==> config.mk <==
export PLATFORM = sky130hd
export DESIGN_NAME = pulse_accum
export DESIGN_NICKNAME = d
export VERILOG_FILES = /design/src/rtl/pta_pkg.sv /design/src/rtl/pta_edge.sv /design/src/rtl/pta_ctrl.sv /design/src/rtl/pta_acc.sv /design/src/rtl/pulse_accum.sv
export SDC_FILE = /design/constraint.sdc
export NUM_CORES = 1
export LEC_CHECK = 0
export BUFFER_PORTS_ARGS = -buffer_cell sky130_fd_sc_hd__buf_2
export CAP_MARGIN = 20
export CORE_ASPECT_RATIO = 0.7
export CORE_MARGIN = 2
export CORE_UTILIZATION = 55
export DETAILED_ROUTE_END_ITERATION = 12
export HOLD_SLACK_MARGIN = 0.12
export PLACE_DENSITY = 0.88
export SKIP_LAST_GASP = 1
export SLEW_MARGIN = 30
export SYNTH_ARGS = -nofsm -noshare
export SYNTH_HDL_FRONTEND = slang
export SYNTH_HIERARCHICAL = 1
export SYNTH_SLANG_ARGS = --single-unit
==> constraint.sdc <==
create_clock -name clk -period 2.64 [get_ports clk]
set_input_delay 0.264 -clock clk [delete_from_list [all_inputs] [get_ports clk]]
set_output_delay 0.264 -clock clk [all_outputs]
set_load 0.02 [all_outputs]
==> src/rtl/pta_pkg.sv <==
`timescale 1ns/1ps
package pta_pkg;
   localparam logic [1:0] MODE_HIGH = 2'b00;
   localparam logic [1:0] MODE_LOW  = 2'b01;

   typedef enum logic [1:0] {
      ST_IDLE = 2'b00,
      ST_ARM  = 2'b01,
      ST_RUN  = 2'b10
   } pta_state_e;

   function automatic logic is_period(input logic [1:0] m);
      return m[1];
   endfunction
endpackage

==> src/rtl/pta_edge.sv <==
`timescale 1ns/1ps
module pta_edge #(
   parameter int STAGES = 2
) (
   input  logic clk,
   input  logic rst_n,
   input  logic sig_in,
   output logic lvl,
   output logic lvl_q,
   output logic rise,
   output logic fall
);
   localparam int LAST = STAGES;

   logic [LAST:0] chain;

   if (STAGES < 2) begin : g_bad_stages
      $error("pta_edge: STAGES must be at least 2");
   end

   for (genvar g = 0; g <= LAST; g++) begin : g_stage
      if (g == 0) begin : g_first
         always_ff @(posedge clk) begin
            if (!rst_n) chain[0] <= 1'b0;
            else        chain[0] <= sig_in;
         end
      end else begin : g_next
         always_ff @(posedge clk) begin
            if (!rst_n) chain[g] <= 1'b0;
            else        chain[g] <= chain[g-1];
         end
      end
   end

   assign lvl   = chain[LAST-1];
   assign lvl_q = chain[LAST];
   assign rise  = lvl & ~lvl_q;
   assign fall  = ~lvl & lvl_q;
endmodule

==> src/rtl/pta_ctrl.sv <==
`timescale 1ns/1ps
module pta_ctrl
   import pta_pkg::*;
#(
   parameter int CNT_W = 8
) (
   input  logic             clk,
   input  logic             rst_n,
   input  logic             start,
   input  logic             edge_sel,
   input  logic [1:0]       mode,
   input  logic [CNT_W-1:0] evt_cnt,
   input  logic             rise,
   input  logic             fall,
   input  logic             lvl_q,
   output logic             clr,
   output logic             tick_en,
   output logic             done,
   output logic             busy
);
   localparam logic [CNT_W-1:0] ONE = {{(CNT_W-1){1'b0}}, 1'b1};

   pta_state_e       st_q;
   logic [CNT_W-1:0] cnt_q, tgt_q;
   logic [1:0]       md_q;
   logic             esel_q, done_q;
   logic             start_ok, qual, evt;

   if (CNT_W < 1) begin : g_bad_cnt
      $error("pta_ctrl: CNT_W must be positive");
   end

   assign start_ok = start && (evt_cnt != '0);
   assign qual     = esel_q ? fall : rise;
   always_comb begin
      if (is_period(md_q))      evt = qual;
      else if (md_q == MODE_HIGH) evt = fall;
      else                      evt = rise;
   end

   always_comb begin
      tick_en = 1'b0;
      if (st_q == ST_RUN) begin
         if (is_period(md_q))        tick_en = 1'b1;
         else if (md_q == MODE_HIGH) tick_en = lvl_q;
         else                        tick_en = ~lvl_q;
      end
   end

   always_ff @(posedge clk) begin
      if (!rst_n) begin
         st_q   <= ST_IDLE;
         cnt_q  <= '0;
         tgt_q  <= '0;
         md_q   <= MODE_HIGH;
         esel_q <= 1'b0;
         done_q <= 1'b0;
      end else begin
         done_q <= 1'b0;
         if (start_ok) begin
            st_q   <= ST_ARM;
            cnt_q  <= '0;
            tgt_q  <= evt_cnt;
            md_q   <= mode;
            esel_q <= edge_sel;
         end else begin
            case (st_q)
               ST_ARM: if (qual) st_q <= ST_RUN;
               ST_RUN: if (evt) begin
                  if (cnt_q == tgt_q - ONE) begin
                     st_q   <= ST_IDLE;
                     done_q <= 1'b1;
                  end else begin
                     cnt_q <= cnt_q + ONE;
                  end
               end
               default: ;
            endcase
         end
      end
   end

   assign clr  = start_ok;
   assign done = done_q;
   assign busy = (st_q != ST_IDLE);

   AST_DONE_SINGLE: assert property (@(posedge clk) disable iff (!rst_n)
      done |=> !done);
   AST_DONE_IDLE: assert property (@(posedge clk) disable iff (!rst_n)
      done |-> !busy);
   AST_ZERO_IGNORED: assert property (@(posedge clk) disable iff (!rst_n)
      (start && evt_cnt == '0 && !busy) |=> !busy);
   AST_START_ARMS: assert property (@(posedge clk) disable iff (!rst_n)
      (start && evt_cnt != '0) |=> (busy && !done));
endmodule

==> src/rtl/pta_acc.sv <==
`timescale 1ns/1ps
module pta_acc #(
   parameter int SUM_W = 32
) (
   input  logic             clk,
   input  logic             rst_n,
   input  logic             clr,
   input  logic             inc,
   output logic [SUM_W-1:0] sum,
   output logic             ovf
);
   localparam logic [SUM_W-1:0] ONE = {{(SUM_W-1){1'b0}}, 1'b1};

   logic [SUM_W-1:0] sum_q;
   logic             ovf_q;

   if (SUM_W < 2) begin : g_bad_sum
      $error("pta_acc: SUM_W must be at least 2");
   end

   always_ff @(posedge clk) begin
      if (!rst_n) begin
         sum_q <= '0;
         ovf_q <= 1'b0;
      end else if (clr) begin
         sum_q <= '0;
         ovf_q <= 1'b0;
      end else if (inc) begin
         if (&sum_q) ovf_q <= 1'b1;
         else        sum_q <= sum_q + ONE;
      end
   end

   assign sum = sum_q;
   assign ovf = ovf_q;

   AST_SAT_HOLD: assert property (@(posedge clk) disable iff (!rst_n)
      ((&sum) && !clr) |=> (&sum));
   AST_OVF_STICKY: assert property (@(posedge clk) disable iff (!rst_n)
      (ovf && !clr) |=> ovf);
   AST_CLR_ZERO: assert property (@(posedge clk) disable iff (!rst_n)
      clr |=> (sum == '0 && !ovf));
endmodule

==> src/rtl/pulse_accum.sv <==
`timescale 1ns/1ps
module pulse_accum #(
   parameter int SUM_W     = 32,
   parameter int CNT_W     = 8,
   parameter int SYNC_DEPTH = 2
) (
   input  logic             clk,
   input  logic             rst_n,
   input  logic             sig_in,
   input  logic             start,
   input  logic             edge_sel,
   input  logic [1:0]       mode,
   input  logic [CNT_W-1:0] evt_cnt,
   output logic [SUM_W-1:0] sum,
   output logic             done,
   output logic             busy,
   output logic             ovf
);
   logic lvl, lvl_q, rise, fall, clr, tick_en;

   pta_edge #(.STAGES(SYNC_DEPTH)) u_edge (
      .clk(clk), .rst_n(rst_n), .sig_in(sig_in),
      .lvl(lvl), .lvl_q(lvl_q), .rise(rise), .fall(fall)
   );

   pta_ctrl #(.CNT_W(CNT_W)) u_ctrl (
      .clk(clk), .rst_n(rst_n), .start(start), .edge_sel(edge_sel),
      .mode(mode), .evt_cnt(evt_cnt), .rise(rise), .fall(fall),
      .lvl_q(lvl_q), .clr(clr), .tick_en(tick_en), .done(done), .busy(busy)
   );

   pta_acc #(.SUM_W(SUM_W)) u_acc (
      .clk(clk), .rst_n(rst_n), .clr(clr), .inc(tick_en),
      .sum(sum), .ovf(ovf)
   );

   AST_SUM_HELD: assert property (@(posedge clk) disable iff (!rst_n)
      (!busy && !(start && evt_cnt != '0)) |=> $stable(sum));
   AST_IDLE_NO_DONE: assert property (@(posedge clk) disable iff (!rst_n)
      (!busy && !start) |=> !done);
endmodule

==> flow_metrics.env <==
export IMPL_grt_pass1_wl_mm=12.4
export IMPL_synth_ff_type="dfxtp_1"
export IMPL_synth_area_um2=3030
export IMPL_worst_pin_slew_ps=721
export IMPL_rsz0062_at_grt="no"
export IMPL_grt_max_degree=22
export IMPL_netlist_instances=361
export IMPL_synth_edf_count=0
export IMPL_core_um2=5290
export IMPL_antenna_found_initial=0
export IMPL_synth_async_reset_ratio_pct=0
export IMPL_hold_class="in -> reg"
export IMPL_drt_iter0_drc=332
export IMPL_crit_fanout=10
export IMPL_die_h_um=66.1
export IMPL_clock_sinks=58
export IMPL_crit_required_ps=2870
export IMPL_critical_path_class="reg -> reg"
export IMPL_cts_buffer_depth=2
export IMPL_grt_pass1_vias=2673
export IMPL_hold_path_startpoint="mode[0]"
export IMPL_htreeDepth=3
export IMPL_timing_fmax_mhz=427
export IMPL_p_leak_nw=1.38
export IMPL_numCtsBuffers=9
export IMPL_fin_skew_ps=11.4
export IMPL_vias_per_cell=5.94
export IMPL_io_pins=50
export IMPL_avgSynthCellArea_um2=8.39
export IMPL_vdd_drop_max_mv=0.543
export IMPL_hold_viol_final=0
export IMPL_ctsHoldBuffers=1
export IMPL_layout_drive_gt1_share_pct=20.2
export IMPL_setup_violations_final=0
export IMPL_crit_top_cell="nor2_1"
export IMPL_portBuffers=49
export IMPL_gp_congestion=0.909
export IMPL_post_dp_hpwl_mm=5.13
export IMPL_gr_total_overflow=0
export IMPL_critical_path_endpoint_type="register"
export IMPL_r2r_start="u_edge/lvl_q"
export IMPL_cp_start_kind="register"
export IMPL_antenna_left=0
export IMPL_ys_seq_area_share_pct=38.3
export IMPL_cp_startpoint="u_edge/lvl_q"
export IMPL_relSlewSlack_pct=51.5
export IMPL_die_w_um=92.7
export IMPL_holdPathStages=3
export IMPL_final_common_cell="dfxtp_1"
export IMPL_grt_use_total_pct=25.3
export IMPL_p_per_area_nw_per_um2=499
export IMPL_synth_seq_cells=58
export IMPL_worstHoldEndpoint="u_ctrl/md_q[0]"
export IMPL_avgRoutedWirePerCell_um=14.4
export IMPL_routed_wl_mm=7.11
export IMPL_cpPeakStageDelay_ps=570
export IMPL_slew_violations=0
export IMPL_final_util_pct=67.1
export IMPL_synth_distinct_cells=57
export IMPL_final_cell_mix="dfxtp_1 (58), buf_2 (49), nand2_1 (46), a21oi_1 (30), nor2_1 (20)"
export IMPL_cp_cell_sequence="xor2_1, nor2_1, nor2_1, and3_1, nand3_1, buf_4, a311oi_1, a31oi_1, a41o_1"
export IMPL_fin_tns_setup_ps=0
export IMPL_cts_tree="yes"
export IMPL_syn_to_final_growth_pct=17.1
export IMPL_r2r_end="u_acc/sum[25]"
export IMPL_cts_resized_gates=0
export IMPL_dieArea_um2=6120
export IMPL_cap_violations=0
export IMPL_status="complete, no violations"
export IMPL_period_needed_ps=2340
export IMPL_start_util_pct=57.3
export IMPL_cts_root_buf="clkbuf_8"
export IMPL_post_route_drc_count=0
export IMPL_fin_nets=434
export IMPL_rows=22
export IMPL_yosysWarnings=6
export IMPL_arrival_ps=2570
export IMPL_vias=2930
export IMPL_first_pass_iters=5
export IMPL_rrSetupSlack_ps=300
export IMPL_min_period_over_period_pct=88.7
export IMPL_syn_nets=379
export IMPL_diodes=0
export IMPL_fill_cells=446
export IMPL_clkTransAtPathRegs_ps=70
export IMPL_post_cts_buffers=0
export IMPL_cp_slowest_cell="a311oi_1"
export IMPL_r2r_worst_path_cells=9
export IMPL_clkLatencyLatePin_ps=330
==> kinds of logic after synthesis <==
logic type,synth area share (%)
AO/OA/AOI/OAI,20.0
AND/OR/NAND/NOR,30.4
multiplexers,1.03
flip-flops,38.3
buffers and inverters,3.51
XOR/XNOR,5.50
adder cells (fa/ha/maj),1.24
==> cell usage after synthesis, types with 7 or more instances <==
| cell | count | area share, % |
|---|---|---|
| xor2_1 | 7 | 2.0 |
| nand4_1 | 8 | 1.7 |
| or4_1 | 12 | 3.0 |
| or3_1 | 15 | 3.1 |
| a21boi_0 | 10 | 2.5 |
| a21oi_1 | 30 | 5.0 |
| o31ai_1 | 10 | 2.5 |
| xnor2_1 | 12 | 3.5 |
| nor2_1 | 20 | 2.5 |
| nand3_1 | 15 | 2.5 |
| and2_1 | 8 | 1.7 |
| nand2_1 | 46 | 5.7 |
| clkbuf_1 | 7 | 0.87 |
| dfxtp_1 | 58 | 38 |
| and3_1 | 10 | 2.1 |
| o21ai_0 | 15 | 2.5 |
| inv_1 | 10 | 1.2 |
==> routing by layer <==
layer,routed length [um],GRT usage [%],up-vias
li1,-,-,1444
met1,3400,35.0,1370
met2,3090,38.9,111
met3,545,5.70,5
met4,69,9.38,0
met5,0,0,-
==> per-stage QoR <==
stage	worst slack [ps]	instance area [um2]	instances	hold WS, ps	total power [mW]
final	298	3550	493	182	1.77
after global routing	117	3550	493	191	1.82
after CTS	364	3550	493	169	1.78
after detailed placement	373	3350	476	427	1.03
after global placement	424	3350	476	416	1.02
after floorplan	500	3030	361	386	0.995
==> report_power, final <==
| part | internal (mW) | switching, mW |
|---|---|---|
| registers | 0.887 | 0.0146 |
| clock network | 0.414 | 0.346 |
| logic | 0.0485 | 0.0590 |
==> area by class of cell <==
cell class	instances	area, um2	share of cell area [%]
clock buffers	12	165	4.66
clock inverters	4	25.0	0.705
well taps	72	90.1	2.54
multi-input cells	280	1760	49.6
inverters	10	37.5	1.06
flip-flops and latches	58	1160	32.7
repair buffers	57	308	8.68
==> state kept, by name, summed over array words and instances, names as in the netlist <==
signal	flops
u_acc/sum	32
u_ctrl/cnt_q	8
u_ctrl/tgt_q	8
u_ctrl/md_q	2
u_ctrl/st_q	2
u_acc/ovf	1
u_ctrl/done	1
u_ctrl/esel_q	1
u_edge/chain	1
u_edge/lvl	1
u_edge/lvl_q	1
==> worst max-delay path: cells and delay by family (launching register included) <==
| kind | cells | cell delay (ps) |
|---|---|---|
| flops | 1 | 370 |
| compound gates | 3 | 1000 |
| xor+xnor | 1 | 150 |
| buf+inv | 1 | 200 |
| simple gates | 4 | 530 |
==> worst max path at each step <==
stage | slack (ps) | endpoint
final | 300 | u_acc/sum[25]
after floorplan | 500 | u_acc/sum[2]
after global routing | 120 | u_ctrl/cnt_q[2]
after CTS | 360 | u_acc/sum[25]
after detailed placement | 370 | u_acc/sum[7]
after global placement | 420 | u_acc/sum[7]
No activity file was read; power rests on OpenSTA's default activity.
